File: src/rtl/sbi_pkg.sv
// Package: shared defaults and types for the segmented bus inversion codec.
// Assumes nothing beyond standard SystemVerilog.
package sbi_pkg;
    localparam int DEF_SEG_W     = 16;
    localparam int DEF_N_SEG     = 4;
    localparam int DEF_BURST_LEN = 8;

    // Burst position markers for one output beat
    typedef struct packed {
        logic first;
        logic last;
    } burst_mark_t;
endpackage

File: src/rtl/sbi_seg_enc.sv
// Module: sbi_seg_enc
// Encodes one segment. A logical one maps to a low line. If more than half
// of the lines would be low, the segment is flipped and the flag (active low)
// is asserted. Purely combinational; assumes SEG_W is even.
module sbi_seg_enc #(
    parameter int SEG_W = 16
) (
    input  logic [SEG_W-1:0] data,
    output logic [SEG_W-1:0] bus,
    output logic             flag_n
);
    localparam int HALF = SEG_W / 2;

    logic flip;

    // Decide inversion from the count of would-be low lines
    always_comb begin
        flip   = ($countones(data) > HALF);
        bus    = flip ? data : ~data;
        flag_n = ~flip;
    end
endmodule

File: src/rtl/sbi_seg_dec.sv
// Module: sbi_seg_dec
// Decodes one segment from electrical levels back to a logical value,
// undoing the flip when the active-low flag is asserted. Combinational.
module sbi_seg_dec #(
    parameter int SEG_W = 16
) (
    input  logic [SEG_W-1:0] bus,
    input  logic             flag_n,
    output logic [SEG_W-1:0] data
);
    // Select direct or complemented levels per the flag
    always_comb begin
        data = flag_n ? ~bus : bus;
    end
endmodule

File: src/rtl/sbi_pipe.sv
// Module: sbi_pipe
// One-deep registered valid/ready stage. Accepts a beat when empty or when
// the held beat leaves in the same cycle. Payload holds while stalled.
module sbi_pipe #(
    parameter int W = 68
) (
    input  logic         clk,
    input  logic         rst_n,
    input  logic         in_valid,
    output logic         in_ready,
    input  logic [W-1:0] in_data,
    output logic         out_valid,
    input  logic         out_ready,
    output logic [W-1:0] out_data
);
    // Ready when the slot is free or draining now
    always_comb begin
        in_ready = !out_valid || out_ready;
    end

    // Valid flag update
    always_ff @(posedge clk) begin
        if (!rst_n)
            out_valid <= 1'b0;
        else if (in_ready)
            out_valid <= in_valid;
    end

    // Payload capture on accepted beat
    always_ff @(posedge clk) begin
        if (!rst_n)
            out_data <= '0;
        else if (in_valid && in_ready)
            out_data <= in_data;
    end
endmodule

File: src/rtl/sbi_burst.sv
// Module: sbi_burst
// Counts beats leaving an output and marks the first and last phase of each
// burst of LEN beats. Wraps to zero after the last phase.
module sbi_burst
    import sbi_pkg::*;
#(
    parameter int LEN = 8
) (
    input  logic        clk,
    input  logic        rst_n,
    input  logic        step,
    output burst_mark_t mark
);
    localparam int CNT_W = (LEN > 1) ? $clog2(LEN) : 1;
    localparam logic [CNT_W-1:0] LAST_IDX = CNT_W'(LEN - 1);

    logic [CNT_W-1:0] cnt;

    // Phase counter advance and wrap
    always_ff @(posedge clk) begin
        if (!rst_n)
            cnt <= '0;
        else if (step)
            cnt <= (cnt == LAST_IDX) ? '0 : cnt + 1'b1;
    end

    // Marker decode from the count
    always_comb begin
        mark.first = (cnt == '0);
        mark.last  = (cnt == LAST_IDX);
    end
endmodule

File: src/rtl/sbi_codec.sv
// Module: sbi_codec (top)
// Segmented bus inversion encoder and decoder. The transmit side encodes
// logical words into bus levels plus active-low per-segment flags. The
// receive side reverses it. Each path is one registered handshake stage,
// and each output carries burst phase markers.
// Assumes data and flags on a beat belong together; no cross-beat state.
module sbi_codec
    import sbi_pkg::*;
#(
    parameter int SEG_W     = DEF_SEG_W,
    parameter int N_SEG     = DEF_N_SEG,
    parameter int BURST_LEN = DEF_BURST_LEN
) (
    input  logic                   clk,
    input  logic                   rst_n,
    input  logic                   tx_valid,
    output logic                   tx_ready,
    input  logic [SEG_W*N_SEG-1:0] tx_data,
    output logic                   txo_valid,
    input  logic                   txo_ready,
    output logic [SEG_W*N_SEG-1:0] txo_bus,
    output logic [N_SEG-1:0]       txo_flag_n,
    output logic                   txo_first,
    output logic                   txo_last,
    input  logic                   rxi_valid,
    output logic                   rxi_ready,
    input  logic [SEG_W*N_SEG-1:0] rxi_bus,
    input  logic [N_SEG-1:0]       rxi_flag_n,
    output logic                   rx_valid,
    input  logic                   rx_ready,
    output logic [SEG_W*N_SEG-1:0] rx_data,
    output logic                   rx_first,
    output logic                   rx_last
);
    localparam int DATA_W = SEG_W * N_SEG;
    localparam int PAY_W  = DATA_W + N_SEG;

    logic [DATA_W-1:0] enc_bus;
    logic [N_SEG-1:0]  enc_flag_n;
    logic [DATA_W-1:0] dec_data;
    logic [PAY_W-1:0]  tx_pay;
    logic [DATA_W-1:0] rx_pay;
    burst_mark_t       tx_mark;
    burst_mark_t       rx_mark;

    // Per-segment encode and decode slices
    for (genvar g = 0; g < N_SEG; g++) begin : g_seg
        sbi_seg_enc #(.SEG_W(SEG_W)) u_enc (
            .data   (tx_data[g*SEG_W +: SEG_W]),
            .bus    (enc_bus[g*SEG_W +: SEG_W]),
            .flag_n (enc_flag_n[g])
        );
        sbi_seg_dec #(.SEG_W(SEG_W)) u_dec (
            .bus    (rxi_bus[g*SEG_W +: SEG_W]),
            .flag_n (rxi_flag_n[g]),
            .data   (dec_data[g*SEG_W +: SEG_W])
        );
    end

    // Transmit stage: data and flags registered together
    sbi_pipe #(.W(PAY_W)) u_tx_pipe (
        .clk       (clk),
        .rst_n     (rst_n),
        .in_valid  (tx_valid),
        .in_ready  (tx_ready),
        .in_data   ({enc_flag_n, enc_bus}),
        .out_valid (txo_valid),
        .out_ready (txo_ready),
        .out_data  (tx_pay)
    );

    // Receive stage
    sbi_pipe #(.W(DATA_W)) u_rx_pipe (
        .clk       (clk),
        .rst_n     (rst_n),
        .in_valid  (rxi_valid),
        .in_ready  (rxi_ready),
        .in_data   (dec_data),
        .out_valid (rx_valid),
        .out_ready (rx_ready),
        .out_data  (rx_pay)
    );

    // Burst phase tracking on each output
    sbi_burst #(.LEN(BURST_LEN)) u_tx_burst (
        .clk   (clk),
        .rst_n (rst_n),
        .step  (txo_valid && txo_ready),
        .mark  (tx_mark)
    );

    sbi_burst #(.LEN(BURST_LEN)) u_rx_burst (
        .clk   (clk),
        .rst_n (rst_n),
        .step  (rx_valid && rx_ready),
        .mark  (rx_mark)
    );

    // Output unpacking
    always_comb begin
        txo_bus    = tx_pay[DATA_W-1:0];
        txo_flag_n = tx_pay[PAY_W-1:DATA_W];
        rx_data    = rx_pay;
        txo_first  = tx_mark.first;
        txo_last   = tx_mark.last;
        rx_first   = rx_mark.first;
        rx_last    = rx_mark.last;
    end
endmodule

File: config.mk
export PLATFORM = sky130hd
export DESIGN_NAME = sbi_codec
export DESIGN_NICKNAME = d
export VERILOG_FILES = /design/src/rtl/sbi_pkg.sv /design/src/rtl/sbi_seg_enc.sv /design/src/rtl/sbi_seg_dec.sv /design/src/rtl/sbi_pipe.sv /design/src/rtl/sbi_burst.sv /design/src/rtl/sbi_codec.sv
export SDC_FILE = /design/constraint.sdc
export NUM_CORES = 1
export LEC_CHECK = 0
export CORE_ASPECT_RATIO = 0.9
export CORE_MARGIN = 5
export CORE_UTILIZATION = 34
export DETAILED_ROUTE_END_ITERATION = 8
export REMOVE_ABC_BUFFERS = 1
export SYNTH_ARGS = -nofsm -noshare
export SYNTH_HDL_FRONTEND = slang
export SYNTH_SLANG_ARGS = --single-unit
File: constraint.sdc
create_clock -name clk -period 7.9 [get_ports clk]
set_input_delay 1.58 -clock clk [delete_from_list [all_inputs] [get_ports clk]]
set_output_delay 1.58 -clock clk [all_outputs]
set_load 0.1 [all_outputs]
Word level (Yosys, flattened, before mapping)
Index checks and enable logic that the tools add are counted.
{"block": "totals", "out_inout_bits": 140, "inputBits": 138, "n_memories": 0, "mem_bits_ro": 0, "latchBits": 0, "ff_bits": 140, "ramBits": 0, "elab_cells": 106}
{"block": "op_classes", "mux": 10, "n_eq_ne": 2, "shifts": 0, "multipliers": 0, "n_reduce_logical": 10, "order_cmp": 4, "div_mod_pow": 0, "n_addsub": 62, "bitwise_logic": 12}
{"cell": "$add A32 B32 Y32", "count": 28}
{"cell": "$gt A32 B5 Y1 const B", "count": 4}
{"cell": "$mux W16", "count": 8}
{"cell": "$not A16 Y16", "count": 8}
{"cell": "$add A1 B1 Y2", "count": 32}
{"cell": "$add A3 B1 Y3 const B", "count": 2}
{"cell": "$eq A3 B3 Y1 const B", "count": 2}
{"cell": "$logic_not A3 Y1", "count": 2}
{"cell": "$mux W3", "count": 2}
{"cell": "$logic_and A1 B1 Y1", "count": 4}
{"cell": "$not A1 Y1", "count": 4}
{"cell": "$logic_not A1 Y1", "count": 2}
{"cell": "$logic_or A1 B1 Y1", "count": 2}

Logic depth before layout (Yosys ltp)
Gate-level depths: netlist (run 1).
{"block": "depth", "depth_word": 6, "mapped_depth": 18, "depth_no_buf": 16}

Hierarchy
Synthesis (run 1) repeated with hierarchy kept, for this count alone.
{"block": "hier_totals", "cells_unflattened": 963, "hier_area_um2": 8889.8}
{"mod": "sbi_pipe (u_tx_pipe)", "area_per_inst_um2": 2730.1, "cells_per_inst": 300, "seq_area_each_um2": 1381.3, "instances": 1}
{"mod": "sbi_pipe (u_rx_pipe)", "area_per_inst_um2": 2655.0, "cells_per_inst": 282, "seq_area_each_um2": 1301.2, "instances": 1}
{"mod": "sbi_seg_dec", "area_per_inst_um2": 171.4, "cells_per_inst": 18, "seq_area_each_um2": 0.0, "instances": 4}
{"mod": "sbi_seg_enc (g_seg[3].u_enc)", "area_per_inst_um2": 659.4, "cells_per_inst": 68, "seq_area_each_um2": 0.0, "instances": 1}
{"mod": "sbi_seg_enc (g_seg[0].u_enc)", "area_per_inst_um2": 615.6, "cells_per_inst": 70, "seq_area_each_um2": 0.0, "instances": 1}
{"mod": "sbi_seg_enc (g_seg[1].u_enc)", "area_per_inst_um2": 594.3, "cells_per_inst": 67, "seq_area_each_um2": 0.0, "instances": 1}
{"mod": "sbi_seg_enc (g_seg[2].u_enc)", "area_per_inst_um2": 589.3, "cells_per_inst": 68, "seq_area_each_um2": 0.0, "instances": 1}
{"mod": "sbi_burst", "area_per_inst_um2": 173.9, "cells_per_inst": 17, "seq_area_each_um2": 60.1, "instances": 2}
{"mod": "sbi_codec", "area_per_inst_um2": 12.5, "cells_per_inst": 2, "seq_area_each_um2": 0.0, "instances": 1}

Least setup slack after synthesis (run 1)
No wires, ideal clock.
{"block": "synth_timing", "kind": "input port to flip-flop", "start": "in tx_data[62]", "end": "reg u_tx_pipe.out_data[54]", "setup_time_ps": 59, "t_arrival_ps": 5897, "slack_ps": 1944, "t_required_ps": 7841, "path_buffers": 2, "path_stages": 16, "cell_sequence": "ha_1 inv_1 fa_1 inv_1 fa_1 fa_1 fa_1 ha_1 inv_1 fa_1 or3b_4 a221oi_4 and2_1 buf_4 buf_6 o211a_1"}
{"block": "synth_between", "elab_chain_cells": 6}
{"item": "start, declared", "line": "sbi_codec.sv:18", "rtl": "input logic [SEG_W*N_SEG-1:0] tx_data,"}
{"item": "$add A1 B1 Y2 (implied by the code)", "line": "sbi_seg_enc.sv:18", "rtl": "flip = ($countones(data) > HALF);"}
{"item": "$add A32 B32 Y32 (implied by the code) (3 in a row)", "line": "sbi_seg_enc.sv:18"}
{"item": "$gt A32 B5 Y1", "line": "sbi_seg_enc.sv:18"}
{"item": "$mux W16", "line": "sbi_seg_enc.sv:19", "rtl": "bus = flip ? data : ~data;"}
{"item": "end signal, assigned", "line": "sbi_pipe.sv:34", "rtl": "out_data <= in_data;"}
{"item": "end, declared", "line": "sbi_pipe.sv:14", "rtl": "output logic [W-1:0] out_data"}
No other way between the ends.
A chain may end at the register's enable or synchronous reset.

Worst setup path after layout (run 1)
{"block": "layout_timing", "start": "in tx_data[63]", "end": "reg u_tx_pipe.out_data[57]"}
The elaborated chain is that of the path after synthesis.

==> results of run 1 <==
==> cell type report <==
cell class	count	area, sq um
Sequential cell	140	2800
Antenna cell	1	2.50
Clock buffer	18	439
Inverter	90	338
Multi-Input combinational cell	577	5030
Timing Repair Buffer	286	2850
Fill cell	2286	12400
Clock inverter	14	121
Tap cell	336	420
==> report_power, final <==
part | switching, mW | internal [mW]
sequential | 0.0838 | 0.880
clock | 0.357 | 0.422
combinational | 2.09 | 1.03
==> state kept, by name, summed over array words and instances (netlist names) <==
signal	flops
u_tx_pipe.out_data	68
u_rx_pipe.out_data	64
u_rx_burst.cnt	3
u_tx_burst.cnt	3
u_rx_pipe.out_valid	1
u_tx_pipe.out_valid	1
==> cell usage after synthesis (all sizes together), types with 5 or more instances <==
master	n	area [sq um]
a21oi	36	180
nor2b	5	31.3
ha	58	726
buf	21	126
mux2i	16	160
a21boi	25	188
o21ai	48	240
nand3	20	100
fa	44	881
dfxtp	140	2800
clkbuf	45	169
and3	16	100
o211a	80	801
inv	90	338
nand2b	18	113
xnor2	99	867
nand2	77	289
mux2	16	180
==> tightest hold or removal path: cells and delay by family, from the launching register on <==
| kind | cells | cell delay (ns) |
|---|---|---|
| AOI/OAI and AO/OA | 1 | 0.07 |
| DFF | 1 | 0.30 |
| and+or+nand+nor | 1 | 0.05 |
==> cell families after synthesis <==
logic type / count (synthesis)
AO/OA/AOI/OAI: 196
buffers and inverters: 156
AND/OR/NAND/NOR: 147
flip-flops: 140
adder cells (fa/ha/maj): 102
XOR/XNOR: 100
multiplexers: 32
==> through the flow <==
step / utilization (%) / hold slack, ns / area, sq um / worst slack [ns]
floorplan: - / 0.460 / 8150 / 0.506
global placement: 46.9 / 0.455 / 11400 / 1.04
detailed placement: 46.9 / 0.462 / 11400 / 0.890
CTS: 49.2 / 0.472 / 12000 / 1.33
global route: 49.2 / 0.492 / 12000 / 1.13
finish: 49.2 / 0.470 / 12000 / 1.35
==> cell usage in the layout (no fill, tap or decap), types with 5 or more instances in the layout <==
cell	synthesis	routed
clkbuf_16	0	17
nand2_1	77	77
fa_1	44	44
ha_1	58	58
clkdlybuf4s50_1	0	276
inv_1	90	90
a21boi_0	25	25
nor2b_1	5	5
o21ai_0	48	48
dfxtp_1	140	140
o211a_1	80	80
inv_6	0	7
and3_1	16	16
nand3_1	20	20
a21oi_1	36	36
nand2b_1	18	18
mux2_2	13	13
xnor2_1	99	99
buf_4	2	9
mux2i_1	16	16
==> worst paths after layout <==
kind | from | slack, ns | endpoint | depth (start not counted)
worst min-delay path | u_tx_pipe.out_data[65] | 0.47 | u_tx_pipe.out_data[65] | 2
worst max register to register | u_tx_pipe.out_valid | 5.19 | u_tx_pipe.out_data[57] | 6
worst max-delay path | tx_data[63] | 1.35 | u_tx_pipe.out_data[57] | 16
worst min register to register | u_tx_pipe.out_data[65] | 0.47 | u_tx_pipe.out_data[65] | 2
==> metal layers <==
metal	track usage (%)	share of wire (%)
met1	20.4	45
met2	25.6	47
met3	4.87	6.1
met4	4.89	1.6
met5	0	0
==> impl_metrics.yaml, run 1 <==
final_layout:
  drive_gt1_share_pct: 5.51
  nNetsFinal: 1352
  syn_to_final_growth_pct: 42.2
  fin_cells: 1462
detailed_routing:
  viasPerCell: 4.57
  post_drt_wl_per_cell_microns: 15.3
  drt_iter0_drc: 301
  wl_microns: 22400
  drc: 0
  dr.pass1.iters: 4
  drtAntennaViolNets: 0
  vias: 6683
power:
  p_leak_nw: 5.51
  fin_total_pwr_mw: 4.86
  ir_worst_vdd_v: 0.000266
  power.density_nw_per_um2: 405
floorplanning:
  dieArea_sq_um: 28100
  pin_count: 278
  core_sq_um: 24400
  initial_core_util_pct: 34.6
  die_w_microns: 176
  die_h_microns: 160
  num_rows: 54
setup_path:
  cp-end-kind: "flop"
  crit_buf_inv: 5
  crit_path_start_kind: "input pin"
  crit_chain: "clkdlybuf4s50_1, ha_1, inv_1, fa_1, inv_1, fa_1, fa_1, fa_1, ha_1, inv_1, fa_1, or3b_4, a221oi_4, buf_4, and2_1, o211a_1"
  path_common_cell: "fa_1"
  max_stage_delay_ns: 0.61
  slowest_stage: "and2_1"
  crit_path_max_fanout: 18
  worstPathRequired_ns: 8.27
  cp_top_family: "adder cells"
  critPathKind: "input pin to flop"
  cp_data_arrival_time_ns: 6.92
run_status:
  status: "complete, no violations"
timing:
  tightest_slew_ns: 1.06
  rsz0062_at_grt: "no"
  final_hold_viol_count: 0
  setup_viol: 0
  fin_crit_sh_pct: 82.9
  slew_viol_final: 0
  period_needed_ns: 6.55
  slew_headroom_pct: 28.9
  tns_ns: 0
  finalClockSkew_ns: 0.00808
  fmax_mhz: 153
global_routing:
  grt_pass1_vias: 6562
  grt_first_pass_wirelength_microns: 36100
  grt_max_degree: 106
  grt_usage_pct: 15.9
  antenna_found_initial: 1
  grt_overflow: 0
cts:
  holdBufCountCts: 0
  post_cts_buffers: 0
  h-tree-depth: 4
  ctsResizeCount: 0
  clk_latency_ns: 0.42
  cts_tree: "yes"
  cts-root-buf: "clkbuf_16"
  numCtsBuffers: 17
  cts.sinks: 140
  ctsLongestPathBuffers: 2
  path_clk_slew_ns: 0.07
logic_synthesis:
  synth_edf_count: 0
  synthArstFlopShare_pct: 0
  synth_top_family_by_area: "adder cells"
  syn_area_sq_um: 8450
  avgSynthCellArea_sq_um: 9.68
  yosysUniqueCellTypes: 33
  netlist_instances: 873
  synth-xor-area-share_pct: 10.4
  synth_mux_area_share_pct: 4.03
  yosys.area_share.simple_pct: 8.37
  synthAdderAreaFrac_pct: 19.0
  synth_compound_gate_area_share_pct: 17.6
  synthFlopType: "dfxtp_1"
  ys_seq_elements: 140
  ys_warn_count: 0
  synth-seq-area-share_pct: 33.2
placed_design:
  dp.cells: 1429
  dp_hpwl_microns: 16300
  routabilityCongestion: 0.794
  placement.io_buffers: 277
min_path:
  min-delay-path-class: "flop to flop"
run:
  cap_violations: 0
Power figures use the tool's default switching activity.
==> run 2: changes to the inputs <==
clock period = 6.4 ns   (was 7.9 ns; I/O delays follow)
==> run 2 against run 1 <==
Non-clock buffer count grew 5. Hold slack worse by 0.00054 ns. Critical path depth stayed put. Via count increased by 0.54%. Global-route usage rose by 0.17 points. Routed wire length up 0.63%. Clock power rose by 28%. First-iteration DRC count down 20%. Worst setup slack worse by 0.74 ns. Critical path type unchanged. Largest cell class unchanged. Largest power group unchanged. Highest routed layer unchanged.
==> impl_metrics.yaml, run 2 (synthesized netlist as in run 1, its figures left out) <==
run_status:
  status: "complete, no violations"
cts:
  holdBufCountCts: 0
  ctsLongestPathBuffers: 2
  cts-root-buf: "clkbuf_16"
  h-tree-depth: 4
  cts.sinks: 140
  numCtsBuffers: 17
  cts_tree: "yes"
  clk_latency_ns: 0.42
  post_cts_buffers: 0
  ctsResizeCount: 0
  path_clk_slew_ns: 0.06
floorplanning:
  dieArea_sq_um: 28100
  initial_core_util_pct: 34.6
  num_rows: 54
  pin_count: 278
  die_w_microns: 176
  core_sq_um: 24400
  die_h_microns: 160
timing:
  finalClockSkew_ns: 0.0127
  slew_viol_final: 0
  tightest_slew_ns: 1.05
  fmax_mhz: 173
  fin_crit_sh_pct: 90.5
  tns_ns: 0
  fin_ws_ns: 0.606
  final_hold_viol_count: 0
  slew_headroom_pct: 29.9
  period_needed_ns: 5.79
  setup_viol: 0
  whs_ns: 0.470
  rsz0062_at_grt: "no"
detailed_routing:
  wl_microns: 22600
  drt_iter0_drc: 240
  dr.pass1.iters: 4
  drtAntennaViolNets: 0
  drc: 0
  vias: 6719
  post_drt_wl_per_cell_microns: 15.4
  viasPerCell: 4.58
min_path:
  worstHoldStart: "u_tx_pipe.out_data[65]"
  min_path_cells: 2
  min-delay-path-class: "flop to flop"
  min_to: "u_tx_pipe.out_data[65]"
final_layout:
  regMostFlops: "u_tx_pipe.out_data"
  largest_reg_flops: 68
  layout_common_cells: "clkdlybuf4s50_1, dfxtp_1, xnor2_1"
  syn_to_final_growth_pct: 42.8
  top_regs: "u_tx_pipe.out_data: 68 flops, u_rx_pipe.out_data: 64 flops"
  layout_commonest_cell: "clkdlybuf4s50_1"
  drive_gt1_share_pct: 6.02
  fill_cells: 2297
  nNetsFinal: 1357
  diodes: 0
power:
  ir_worst_vdd_v: 0.000336
  power.density_nw_per_um2: 507
  p_leak_nw: 5.55
  fin_total_pwr_mw: 6.12
global_routing:
  grt_pass1_vias: 6752
  grt_overflow: 0
  grt_max_degree: 104
  grt_usage_pct: 16.0
  grt_first_pass_wirelength_microns: 36800
  antenna_found_initial: 0
setup_path:
  cp_data_arrival_time_ns: 6.07
  path_common_cell: "fa_1"
  cp-end-kind: "flop"
  max_stage_delay_ns: 0.56
  crit_path_max_fanout: 4
  reg2reg_to: "u_tx_pipe.out_data[28]"
  crit_chain: "clkdlybuf4s50_1, ha_1, inv_1, fa_1, inv_1, fa_1, fa_1, fa_1, ha_1, inv_1, fa_1, or3b_1, a221oi_2, buf_4, xnor2_1, a21oi_1"
  critPathKind: "input pin to flop"
  crit-reg2reg-launch: "u_tx_pipe.out_valid"
  ff2ff_path_depth: 6
  crit_path_start_kind: "input pin"
  reg2reg_slack_ns: 3.52
  worstPathRequired_ns: 6.67
  slowest_stage: "fa_1"
placed_design:
  dp_hpwl_microns: 16600
  routabilityCongestion: 0.752
  place_ws_ns: 0.186
  placement.io_buffers: 277
run:
  cap_violations: 0
-- run 2: worst max path at each step --
stage | slack [ns] | cells after the start | endpoint | start
2_1_floorplan | -0.69 | 14 | u_tx_pipe.out_data[0] | tx_data[14]
3_3_place_gp | 0.22 | 16 | u_tx_pipe.out_data[36] | tx_data[46]
3_5_place_dp | 0.19 | 16 | u_tx_pipe.out_data[47] | tx_data[46]
4_1_cts | 0.63 | 16 | u_tx_pipe.out_data[42] | tx_data[46]
5_1_grt | 0.36 | 16 | u_tx_pipe.out_data[43] | tx_data[46]
6_report | 0.61 | 16 | u_tx_pipe.out_data[42] | tx_data[46]
-- run 2: through the flow --
stage	utilization, %	cell area, sq um	instances
2_1_floorplan	-	8150	807
3_3_place_gp	47.1	11500	1434
3_5_place_dp	47.1	11500	1434
4_1_cts	49.5	12100	1466
5_1_grt	49.5	12100	1466
6_report	49.5	12100	1466
-- run 2: per-layer routing --
metal | vias to the layer above | wire, microns | global-route usage (%)
met1 | 3149 | 10200 | 20.8
met5 | - | 0 | 0
met3 | 21 | 1320 | 4.44
met2 | 140 | 10700 | 26.3
met4 | 0 | 353 | 4.29
li1 | 3409 | - | -
-- run 2: critical path: cells and delay by family --
kind                     cells  cell delay [ns]
adder cells (fa/ha/maj)      7             2.92
buffers and inverters        5             0.93
AO/OA/AOI/OAI                2             0.45
AND/OR/NAND/NOR              1             0.36
XOR/XNOR                     1             0.12
-- run 2: final cells by class --
class / instances / area, sq um / area share [%]
multi-input cells: 577 / 5030 / 41.7
repair buffers: 291 / 2890 / 23.9
well taps: 336 / 420 / 3.48
inverters: 90 / 338 / 2.80
clock buffers: 18 / 439 / 3.64
flip-flops and latches: 140 / 2800 / 23.2
clock inverters: 14 / 148 / 1.22
-- run 2: where the power goes --
| group | switching (mW) | leakage, nW | internal, mW | total [mW] |
|---|---|---|---|---|
| clock network | 0.439 | 0.280 | 0.561 | 1.00 |
| registers | 0.102 | 1.16 | 1.09 | 1.19 |
| logic | 2.60 | 4.10 | 1.33 | 3.93 |
| total | 3.15 | 5.55 | 2.97 | 6.12 |
==> run 3: changes to the inputs <==
SETUP_SLACK_MARGIN = 0.5   (was unset)
==> run 3 against run 2 <==
Flip-flop and latch count did not move. Global-route usage stayed put. Clock power about the same. First-iteration DRC count grew 3.3%. Fmax is 1.3% higher. Critical path depth unchanged. Worst setup slack gained 0.072 ns. Core utilization grew 0.49 points. Sequential share of layout area shrank 0.23 points. Critical path type unchanged. Largest cell class unchanged. Largest power group unchanged.
==> impl_metrics.yaml, run 3 (synthesized netlist as in run 1, its figures left out) <==
run_status:
  status: "complete, no violations"
detailed_routing:
  dr.pass1.iters: 4
  viasPerCell: 4.59
  vias: 6749
  wl_microns: 22900
  drtAntennaViolNets: 0
  drc: 0
  drt_iter0_drc: 248
  post_drt_wl_per_cell_microns: 15.6
power:
  sw_frac_of_total_pct: 50.8
  switching_power_mw: 3.23
  intPower_mw: 3.13
  p_comb_share_pct: 65.5
  seqPwrFrac_pct: 18.7
  fin_total_pwr_mw: 6.35
  power.density_nw_per_um2: 521
  clkPwrFrac_pct: 15.8
  ir_worst_vdd_v: 0.000337
  p_leak_nw: 5.66
cts:
  cts-root-buf: "clkbuf_16"
  clk_latency_ns: 0.42
  cts_tree: "yes"
  numCtsBuffers: 17
  h-tree-depth: 4
  path_clk_slew_ns: 0.06
  cts.sinks: 140
  post_cts_buffers: 0
  ctsLongestPathBuffers: 2
timing:
  slew_viol_final: 0
  period_needed_ns: 5.72
  slew_headroom_pct: 29.8
  final_hold_viol_count: 0
  rsz0062_at_grt: "no"
  fin_crit_sh_pct: 89.4
  tightest_slew_ns: 1.05
  setup_viol: 0
  finalClockSkew_ns: 0.0128
  fmax_mhz: 175
  fin_ws_ns: 0.678
floorplanning:
  dieArea_sq_um: 28100
  core_sq_um: 24400
  initial_core_util_pct: 34.6
  num_rows: 54
  pin_count: 278
  die_h_microns: 160
  die_w_microns: 176
global_routing:
  grt_pass1_vias: 6752
  grt_first_pass_wirelength_microns: 36800
  grt_max_degree: 104
  grt_overflow: 0
  grt_usage_pct: 16.0
  antenna_found_initial: 0
setup_path:
  crit_path_start_kind: "input pin"
  ff2ff_path_depth: 6
  crit-reg2reg-launch: "u_tx_pipe.out_valid"
  crit_path_max_fanout: 6
  cp_data_arrival_time_ns: 6.07
  worstPathRequired_ns: 6.75
  critPathKind: "input pin to flop"
  cp-end-kind: "flop"
  cp-startpoint: "tx_data[61]"
min_path:
  min_path_cells: 2
  min-delay-path-class: "flop to flop"
  worstHoldStart: "u_tx_pipe.out_data[65]"
placed_design:
  place_ws_ns: 0.186
  routabilityCongestion: 0.752
  dp_hpwl_microns: 16600
  dp.cells: 1434
  placement.io_buffers: 277
final_layout:
  syn_to_final_growth_pct: 44.3
  diodes: 0
  layout_commonest_cell: "clkdlybuf4s50_1"
  top_regs: "u_tx_pipe.out_data: 68 flops, u_rx_pipe.out_data: 64 flops"
  fin_cells: 1469
  largest_reg_flops: 68
  regMostFlops: "u_tx_pipe.out_data"
  layout_common_cells: "clkdlybuf4s50_1, dfxtp_1, xnor2_1"
  drive_gt1_share_pct: 6.80
  nNetsFinal: 1360
run:
  cap_violations: 0
[run 3: stage by stage]
step | TNS [ns] | instance area [sq um] | util [%] | hold WS, ns
after global placement | 0 | 11500 | 47.1 | 0.456
final | 0 | 12200 | 50.0 | 0.470
after detailed placement | 0 | 11500 | 47.1 | 0.465
after CTS | 0 | 12100 | 49.5 | 0.474
after floorplan | -30.87 | 8150 | - | 0.460
after global routing | 0 | 12200 | 50.0 | 0.503
[run 3: worst paths after layout]
path                             to  slack [ns]
min          u_tx_pipe.out_data[65]        0.47
max          u_tx_pipe.out_data[61]        0.68
max reg2reg  u_tx_pipe.out_data[28]        3.54
min reg2reg  u_tx_pipe.out_data[65]        0.47
[run 3: power groups by stage]
stage / sequential [mW] / clock [mW] / combinational, mW
2_1_floorplan: 2.72 / 0 / 1.42
3_3_place_gp: 1.21 / 0 / 3.93
3_5_place_dp: 1.20 / 0 / 3.96
4_1_cts: 1.19 / 1.04 / 3.98
5_1_grt: 1.22 / 1.08 / 4.44
6_report: 1.19 / 1.00 / 4.16
[run 3: repair_timing]
item / CTS / global route
setup endpoints to repair: 0 / 39
hold buffers: 0 / 0
gates resized for setup: 0 / 26
[run 3: area by class of cell]
class                           count  area, sq um
Fill cell                        2286        12200
Multi-Input combinational cell    577         5070
Timing Repair Buffer              294         2970
Sequential cell                   140         2800
Clock buffer                       18          439
Tap cell                          336          420
Inverter                           90          338
Clock inverter                     14          148
[run 3: routing by layer]
| layer | vias up | part of all wire, % | track usage (%) |
|---|---|---|---|
| li1 | 3418 | - | - |
| met1 | 3170 | 45 | 20.8 |
| met2 | 139 | 47 | 26.3 |
| met3 | 22 | 5.9 | 4.44 |
| met4 | 0 | 1.5 | 4.29 |
| met5 | - | 0 | 0 |
[run 3: worst max-delay path, stage by stage]
cell and delay [ns]:
clkdlybuf4s50_1 0.51, ha_1 0.15, inv_1 0.05, fa_1 0.49
inv_1 0.05, fa_1 0.50, fa_1 0.52, fa_1 0.55
ha_1 0.17, inv_1 0.05, fa_1 0.46, or3b_4 0.38
a221oi_4 0.38, and2_4 0.21, buf_4 0.15, o211a_1 0.15
